[config.mk]
export PLATFORM = sky130hd
export DESIGN_NAME = pgpc_seq
export DESIGN_NICKNAME = d
export VERILOG_FILES = /design/src/rtl/pgpc_pkg.sv /design/src/rtl/pgpc_addr.sv /design/src/rtl/pgpc_stack.sv /design/src/rtl/pgpc_seq.sv
export SDC_FILE = /design/constraint.sdc
export NUM_CORES = 1
export LEC_CHECK = 0
export ABC_AREA = 1
export BUFFER_PORTS_ARGS = -buffer_cell sky130_fd_sc_hd__buf_2
export CORE_MARGIN = 1.5
export CORE_UTILIZATION = 35
export CTS_CLUSTER_DIAMETER = 80
export DETAILED_ROUTE_END_ITERATION = 8
export GPL_ROUTABILITY_DRIVEN = 0
export SYNTH_ARGS = -nofsm -noshare
export SYNTH_HDL_FRONTEND = slang
export SYNTH_SLANG_ARGS = --single-unit
export TNS_END_PERCENT = 10
[constraint.sdc]
create_clock -name clk -period 5.5 [get_ports clk]
set_input_delay 0.275 -clock clk [delete_from_list [all_inputs] [get_ports clk]]
set_output_delay 0.275 -clock clk [all_outputs]
set_load 0.02 [all_outputs]
[src/rtl/pgpc_pkg.sv]
package pgpc_pkg;
  typedef enum logic [2:0] {
    OP_SEQ  = 3'd0,
    OP_JMP  = 3'd1,
    OP_CALL = 3'd2,
    OP_RET  = 3'd3,
    OP_LDA  = 3'd4,
    OP_ADDA = 3'd5,
    OP_TBL  = 3'd6,
    OP_SPR  = 3'd7
  } flow_op_e;
endpackage

[src/rtl/pgpc_addr.sv]
module pgpc_addr
  import pgpc_pkg::*;
#(
  parameter int PAGE_W = 4,
  parameter int OFS_W  = 10,
  parameter int ACC_W  = 8
) (
  input  flow_op_e                  op,
  input  logic [PAGE_W+OFS_W-1:0]   pc_cur,
  input  logic [OFS_W-1:0]          imm,
  input  logic [ACC_W-1:0]          acc,
  input  logic [PAGE_W-1:0]         page,
  input  logic [PAGE_W+OFS_W-1:0]   stack_top,
  output logic [PAGE_W+OFS_W-1:0]   pc_nxt,
  output logic                      push,
  output logic                      pop
);
  localparam int AW    = PAGE_W + OFS_W;
  localparam int GAP_W = OFS_W - ACC_W;

  function automatic logic [AW-1:0] f_paged(input logic [PAGE_W-1:0] pg,
                                            input logic [OFS_W-1:0] ofs);
    return {pg, ofs};
  endfunction

  function automatic logic [AW-1:0] f_acc_abs(input logic [PAGE_W-1:0] pg,
                                              input logic [ACC_W-1:0] a);
    return {pg, {GAP_W{1'b0}}, a};
  endfunction

  function automatic logic [ACC_W-1:0] f_low_sum(input logic [AW-1:0] cur,
                                                 input logic [ACC_W-1:0] a);
    logic [ACC_W-1:0] s;
    s = cur[ACC_W-1:0] + a;
    return s;
  endfunction

  function automatic logic [AW-1:0] f_rel_clear(input logic [PAGE_W-1:0] pg,
                                                input logic [AW-1:0] cur,
                                                input logic [ACC_W-1:0] a);
    return {pg, {GAP_W{1'b0}}, f_low_sum(cur, a)};
  endfunction

  function automatic logic [AW-1:0] f_rel_keep(input logic [AW-1:0] cur,
                                               input logic [ACC_W-1:0] a);
    return {cur[AW-1:ACC_W], f_low_sum(cur, a)};
  endfunction

  always_comb begin
    push = (op == OP_CALL);
    pop  = (op == OP_RET);
    unique case (op)
      OP_JMP, OP_CALL: pc_nxt = f_paged(page, imm);
      OP_RET:          pc_nxt = stack_top;
      OP_LDA:          pc_nxt = f_acc_abs(page, acc);
      OP_ADDA:         pc_nxt = f_rel_clear(page, pc_cur, acc);
      OP_TBL:          pc_nxt = f_rel_keep(pc_cur, acc);
      default:         pc_nxt = pc_cur + 1'b1;
    endcase
  end
endmodule

[src/rtl/pgpc_stack.sv]
module pgpc_stack #(
  parameter int AW    = 14,
  parameter int DEPTH = 8
) (
  input  logic          clk,
  input  logic          rst,
  input  logic          push,
  input  logic          pop,
  input  logic [AW-1:0] din,
  output logic [AW-1:0] top,
  output logic          full,
  output logic          empty,
  output logic          ovf_evt,
  output logic          udf_evt
);
  localparam int PTR_W = (DEPTH > 1) ? $clog2(DEPTH) : 1;
  localparam int CNT_W = $clog2(DEPTH + 1);

  logic [AW-1:0]    mem [DEPTH];
  logic [PTR_W-1:0] top_idx, up_idx, dn_idx;
  logic [CNT_W-1:0] cnt;

  assign up_idx  = (top_idx == PTR_W'(DEPTH - 1)) ? '0 : top_idx + 1'b1;
  assign dn_idx  = (top_idx == '0) ? PTR_W'(DEPTH - 1) : top_idx - 1'b1;
  assign full    = (cnt == CNT_W'(DEPTH));
  assign empty   = (cnt == '0);
  assign ovf_evt = push && full;
  assign udf_evt = pop && empty;
  assign top     = empty ? '0 : mem[top_idx];

  always_ff @(posedge clk) begin
    if (rst) begin
      top_idx <= '0;
      cnt     <= '0;
    end else if (push) begin
      top_idx <= up_idx;
      if (!full) cnt <= cnt + 1'b1;
    end else if (pop && !empty) begin
      top_idx <= dn_idx;
      cnt     <= cnt - 1'b1;
    end
  end

  for (genvar g = 0; g < DEPTH; g++) begin : g_slot
    always_ff @(posedge clk) begin
      if (!rst && push && (up_idx == PTR_W'(g))) mem[g] <= din;
    end
  end
endmodule

[src/rtl/pgpc_seq.sv]
module pgpc_seq
  import pgpc_pkg::*;
#(
  parameter int PAGE_W = 4,
  parameter int OFS_W  = 10,
  parameter int ACC_W  = 8,
  parameter int DEPTH  = 8
) (
  input  logic                    clk,
  input  logic                    rst,
  input  logic [2:0]              op,
  input  logic [OFS_W-1:0]        imm,
  input  logic [ACC_W-1:0]        acc,
  input  logic [PAGE_W-1:0]       page,
  output logic [PAGE_W+OFS_W-1:0] pc,
  output logic                    ovf,
  output logic                    udf
);
  localparam int AW = PAGE_W + OFS_W;

  logic [AW-1:0] pc_q, pc_nxt, st_top, ret_addr;
  logic          st_push, st_pop, st_full, st_empty, ovf_evt, udf_evt;
  logic          ovf_q, udf_q;

  assign ret_addr = pc_q + 1'b1;

  pgpc_addr #(.PAGE_W(PAGE_W), .OFS_W(OFS_W), .ACC_W(ACC_W)) u_addr (
    .op       (flow_op_e'(op)),
    .pc_cur   (pc_q),
    .imm      (imm),
    .acc      (acc),
    .page     (page),
    .stack_top(st_top),
    .pc_nxt   (pc_nxt),
    .push     (st_push),
    .pop      (st_pop)
  );

  pgpc_stack #(.AW(AW), .DEPTH(DEPTH)) u_stack (
    .clk    (clk),
    .rst    (rst),
    .push   (st_push),
    .pop    (st_pop),
    .din    (ret_addr),
    .top    (st_top),
    .full   (st_full),
    .empty  (st_empty),
    .ovf_evt(ovf_evt),
    .udf_evt(udf_evt)
  );

  always_ff @(posedge clk) begin
    if (rst) begin
      pc_q  <= '0;
      ovf_q <= 1'b0;
      udf_q <= 1'b0;
    end else begin
      pc_q  <= pc_nxt;
      ovf_q <= ovf_evt;
      udf_q <= udf_evt;
    end
  end

  assign pc  = pc_q;
  assign ovf = ovf_q;
  assign udf = udf_q;
endmodule

**Word-level counts from Yosys, hierarchy flattened**

Memory sizes are Yosys's and may differ from the RTL's. A register that Yosys moved wholly into a read port is not among the register bits.
Cells that the tools add are included.

- Bitwise logic cells: 0
- Shift operators: 0
- Eq/ne operators: 16
- Multiply operators: 0
- Div/mod/pow operators: 0
- Reductions and logical operators: 27
- Add/subtract/negate cells: 6
- Order comparisons: 0
- Multiplexer cells: 48

Operator list:

| cell | count |
|---|---|
| $mux W14 | 8 |
| $reduce_or A14 Y1 | 7 |
| $pmux W14 S5 | 1 |
| $mux W3 | 13 |
| $eq A3 B3 Y1 const B | 8 |
| $mux W1 | 23 |
| $add A14 B1 Y14 const B | 1 |
| $eq A3 B2 Y1 const B | 4 |
| $logic_and A1 B1 Y1 | 12 |
| $mux W4 | 3 |
| $add A8 B8 Y8 | 1 |
| $eq A3 B1 Y1 const B | 2 |
| $logic_not A3 Y1 | 2 |
| $add A4 B1 Y4 const B | 1 |
| $eq A4 B4 Y1 const B | 1 |
| $logic_not A4 Y1 | 1 |
| $sub A4 B1 Y4 const B | 1 |
| $add A3 B1 Y3 const B | 1 |
| $sub A3 B1 Y3 const B | 1 |
| $logic_not A1 Y1 | 2 |
| $ne A2 B2 Y1 const B | 1 |
| $reduce_and A2 Y1 | 1 |
| $reduce_bool A2 Y1 | 1 |
| $reduce_or A2 Y1 | 1 |

- Memory bits (writable): 112
- Latch bits: 0
- Memories kept: 1
- ROM bits: 0
- Input bits: 27
- Register bits: 23
- Output and inout bits: 16

Memory list:

| name | depth | width | rd ports | clocked after memory_dff | write ports | line | RTL |
|---|---|---|---|---|---|---|---|
| u_stack.mem | 8 | 14 | 1 | 1 | 1 | pgpc_stack.sv:19 | `logic [AW-1:0] mem [DEPTH];` |

**Logic depth before layout (Yosys ltp)**

- Depth in word-level cells: 14
- Gate-level depth with buffers: 11
- Gate-level depth less buffers: 10

**Hierarchy**

From an unflattened synthesis, not the netlist that was laid out.

- Cells, all modules: 782
- Area, all modules: 7051.8 sq um

By module, submodules not included:

| module | instances | cells each | area an instance (sq um) |
|---|---|---|---|
| pgpc_stack | 1 | 436 | 5119.9 |
| pgpc_addr | 1 | 235 | 1153.6 |
| pgpc_seq | 1 | 111 | 778.2 |

**Worst setup path before layout**

OpenSTA, ideal clock, no wires.

- Kind: register -> register
- Start: register u_stack.top_idx[0]
- End: memory u_stack.mem[4][0], enable pin
- Cell stages (with the launch flop): 5
- Library setup time: 0.403 ns
- Required time: 5.097 ns
- Buffers on the path: 0
- Arrival: 2.019 ns
- Period minus slack after synthesis: 2.421 ns
- Setup slack: 3.079 ns
- Cells stage by stage: dfxtp_1 > ha_1 > ha_1 > inv_1 > nor3_1

- Word-level cells in the longest chain between the ends: 14
- Elaborated cells on any way between the ends: 56
- Classes of those cells: add/sub: 1; eq/ne: 8; mux: 31; reduce/logical: 16

Ends and longest elaborated chain:

| what | line | RTL |
|---|---|---|
| start: declaration | pgpc_stack.sv:20 | `logic [PTR_W-1:0] top_idx, up_idx, dn_idx;` |
| start signal: assignment | pgpc_stack.sv:36 | `top_idx <= up_idx;` |
| start signal: assignment | pgpc_stack.sv:39 | `top_idx <= dn_idx;` |
| $add A3 B1 Y3 or $eq A3 B3 Y1 (tied branches) | pgpc_stack.sv:23 | `assign up_idx = (top_idx == PTR_W'(DEPTH - 1)) ? '0 : top_idx + 1'b1;` |
| $mux W3 (*) | pgpc_stack.sv:23 |  |
| $eq A3 B1 Y1 | pgpc_stack.sv:46 | `if (!rst && push && (up_idx == PTR_W'(g))) mem[g] <= din;` |
| $logic_and A1 B1 Y1 | pgpc_stack.sv:46 |  |
| $mux W1 | pgpc_stack.sv:46 |  |
| $mux W1 (implied by the code) | pgpc_stack.sv:46 |  |
| $reduce_or A14 Y1 (no source line) | -- |  |
| $mux W3 (no source line) or $mux W1 (tied branches) (7 in series) | -- |  |
| end: declaration | pgpc_stack.sv:19 |  |

Every way passes the cells marked *; elsewhere a longest branch is shown, timed or not.

==> results.md <==
* Floorplan die area at ~20000 µm²
* Antenna violations before repair at 0
* Maxcap violations at 0
* Starting density of the core at approximately 36%
* Via count of the routed design at approximately 4900
* Clock-pin slew on the worst setup and hold paths at ~0.06 ns
* CTS Hold Buffers Added at 0
* H-tree depth at 4
* Worst Tran Pin Value at 0.8954 ns
* Largest net degree at the start of global routing at 60
* DRC at 0
* First-pass GRT wire length at 24830 µm
* First-pass detailed-route iteration total at 5
* Buffers on Ports at 42
* Mapped Cells at between 700 and 800
* RSZ-0062 raised after global routing: false
* CTS sink cnt at 138
* EDFF count, synth at ~110
* Post-synthesis area per instance at 9.209 µm²
* Total routed wirelength at roughly 16000 µm
* Fin. max-slew vios at 0
* R2R Setup Slk at between 3 and 4 ns
* Status: finished, final reports clean
* Iter 0 DRT Violations at around 400
* Num CTS Buffers at 17
* WP data arrival at around 2.7 ns
* Post-synth cell types at 34
* Count leader, synth: nand2_1
* DRT antenna net count at 0
* Detailed Place HPWL at roughly 10000 µm
* Clock Tree Root: clkbuf_16
* Fin cells at 1020
* Layout area overhead at 15.78%
* LEAKAGE at about 3.1 nW
* Overall power at 2.669 mW
* Post-synth top area share at 50.37%
* TritonCTS clock tree: built
* Wire per inst at 15.25 µm
* R2R depth at 9
* Setup crit start kind: flop
* Max Root-Sink Buffers at 2
* Minimum clock period at about 2.4 ns
* Synth Cell Area at roughly 6700 µm²
* Top post-synthesis cells by count: 170 x nand2_1, 112 x edfxtp_1, 107 x nor2_1
* Kind of critical path: reg2reg
* Top_reg_cell synth: edfxtp_1
* I/O Pins at 43
* Die Ht at about 140 µm
* Syn nets at about 770
* Max VDD drop at 0.1836 mV
* Yosys warns at 0
* Area contributors post-synth: edfxtp_1 50%, nand2_1 9.6%, dfxtp_1 7.8%
* Post-CTS Setup Bufs at 0
* # setup viols final at 0
* Ratio of cells with drive above 1 in the final layout at around 14%
* Power Density at between 300 and 400 nW/µm²
* Via/cell ratio at between 4 and 5
* Nets at around 800
* Worst setup EP type: flop
* Worst R2R End: pc[13]
* Final period utilization at 43.86%
* Fmax at 414.6 MHz
* Overall routing resource usage at between 10% and 20%
* Grt total ovfl at 0
* Largest area contributor in the netlist: edfxtp_1
* Crit path max fanout at slightly below 60
* Antenna cells at 0
* Asr flop ratio synth at 0%
* Seq/Total Area, Yosys at about three fifths
* Core ar. at about 19000 µm²
* Yosys reg bits at roughly 140
* Worst slew margin at between 40 and 50%
* Clock Latency Late Sink at between 0.4 and 0.5 ns
* Hold violation count in the final report at 0
* Die Wd at 141.1 µm
* Post-cts gate resize count at 0
* CP required at around 5.8 ns
* Setup crit end: pc[13]
* Placed Instances at between 900 and 1000
* Clock skew at between 0.01 and 0.015 ns
* Hold Crit Class: in2reg
* Site row count at 50
* Setup Total Neg Slack at 0 ns
* Number of global-route vias before repair at roughly 4600
## sequential cells by signal (all words and copies together) (netlist names), named ones only
register	flops
u_stack.top_idx	3
ovf	1
udf	1
u_stack.mem	112
u_stack.cnt	4
pc	14
## routing by layer
metal | vias to the layer above | share of wire (%) | GRT usage, %
li1 | 2515 | - | -
met1 | 2275 | 47 | 22.14
met2 | 126 | 47 | 26.26
met3 | 15 | 4.1 | 2.548
met4 | 0 | 2.0 | 5.866
met5 | - | 0 | 0
## cells in the final DEF, fill, tap and decap left out
cell	instances
clkinvlp_4	3
inv_1	65
clkinv_1	2
nor2_1	107
nand2_1	170
nor2_4	1
inv_8	2
a21o_1	1
xor2_1	10
o21ai_0	42
o211ai_1	6
o21ai_1	8
a21oi_1	24
nand3_4	2
dfxtp_2	1
nor3_1	2
clkinv_4	2
dfxtp_1	25
inv_6	7
buf_4	10
nor3_2	8
ha_1	17
nand3_1	68
nand3b_1	3
buf_2	42
clkbuf_16	17
fa_1	2
a31oi_1	1
or2_2	2
nor2_2	3
o21ai_2	1
nand4_1	6
xnor2_1	1
inv_2	7
nand2_2	2
nand3_2	2
and2_1	2
edfxtp_1	112
## cells by family (layout without fill, tap and decap cells)
group,count (synthesis),in the layout,share of synthesized area [%]
fa+ha+maj,19,19,3.786
compound gates,83,83,6.559
simple gates,378,378,24.16
flops,138,138,58.17
xor+xnor,11,11,1.443
buf+inv,96,157,5.884
## power breakdown
group	switching (mW)	internal, mW
combinational	0.261	0.128
sequential	0.0431	1.17
clock	0.471	0.592
total	0.775	1.89
## metrics by stage
step	util (%)	setup WS, ns	hold slack (ns)	area, µm²
global placement	38.37	3.148	0.4988	7177
CTS	41.32	3.093	0.1678	7730
global route	41.32	2.861	0.1974	7730
finish	41.32	3.088	0.1730	7730
floorplan	-	3.079	0.4686	6676
detailed placement	38.37	3.085	0.5054	7177
## area by class of cell
type / instances / area [µm²]
Clock buffer: 17 / 425.4
Clock inverter: 15 / 127.6
Fill cell: 1782 / 10980
Inverter: 73 / 274.0
Multi-Input combinational cell: 491 / 2440
Sequential cell: 138 / 3885
Tap cell: 234 / 292.8
Timing Repair Buffer: 52 / 285.3
## worst min path at each step
stage	from	cells past startpoint	slack, ns	endpoint
after global placement	u_stack.cnt[2]	2	0.50	u_stack.cnt[2]
after CTS	page[1]	5	0.17	pc[11]
after detailed placement	u_stack.cnt[2]	2	0.51	u_stack.cnt[2]
after floorplan	u_stack.cnt[2]	2	0.47	u_stack.cnt[2]
final	page[1]	5	0.17	pc[11]
after global routing	page[0]	5	0.20	pc[10]
## worst max-delay path, stage by stage, from the launching register on
cell	delay, ns
dfxtp_2	0.31
buf_4	0.52
inv_2	0.54
or2_2	0.45
nand2_1	0.07
nand3_1	0.08
nand3_1	0.13
nand2_1	0.06
nor2_1	0.08
nor2_1	0.04
(Power assumes the default switching activity.)
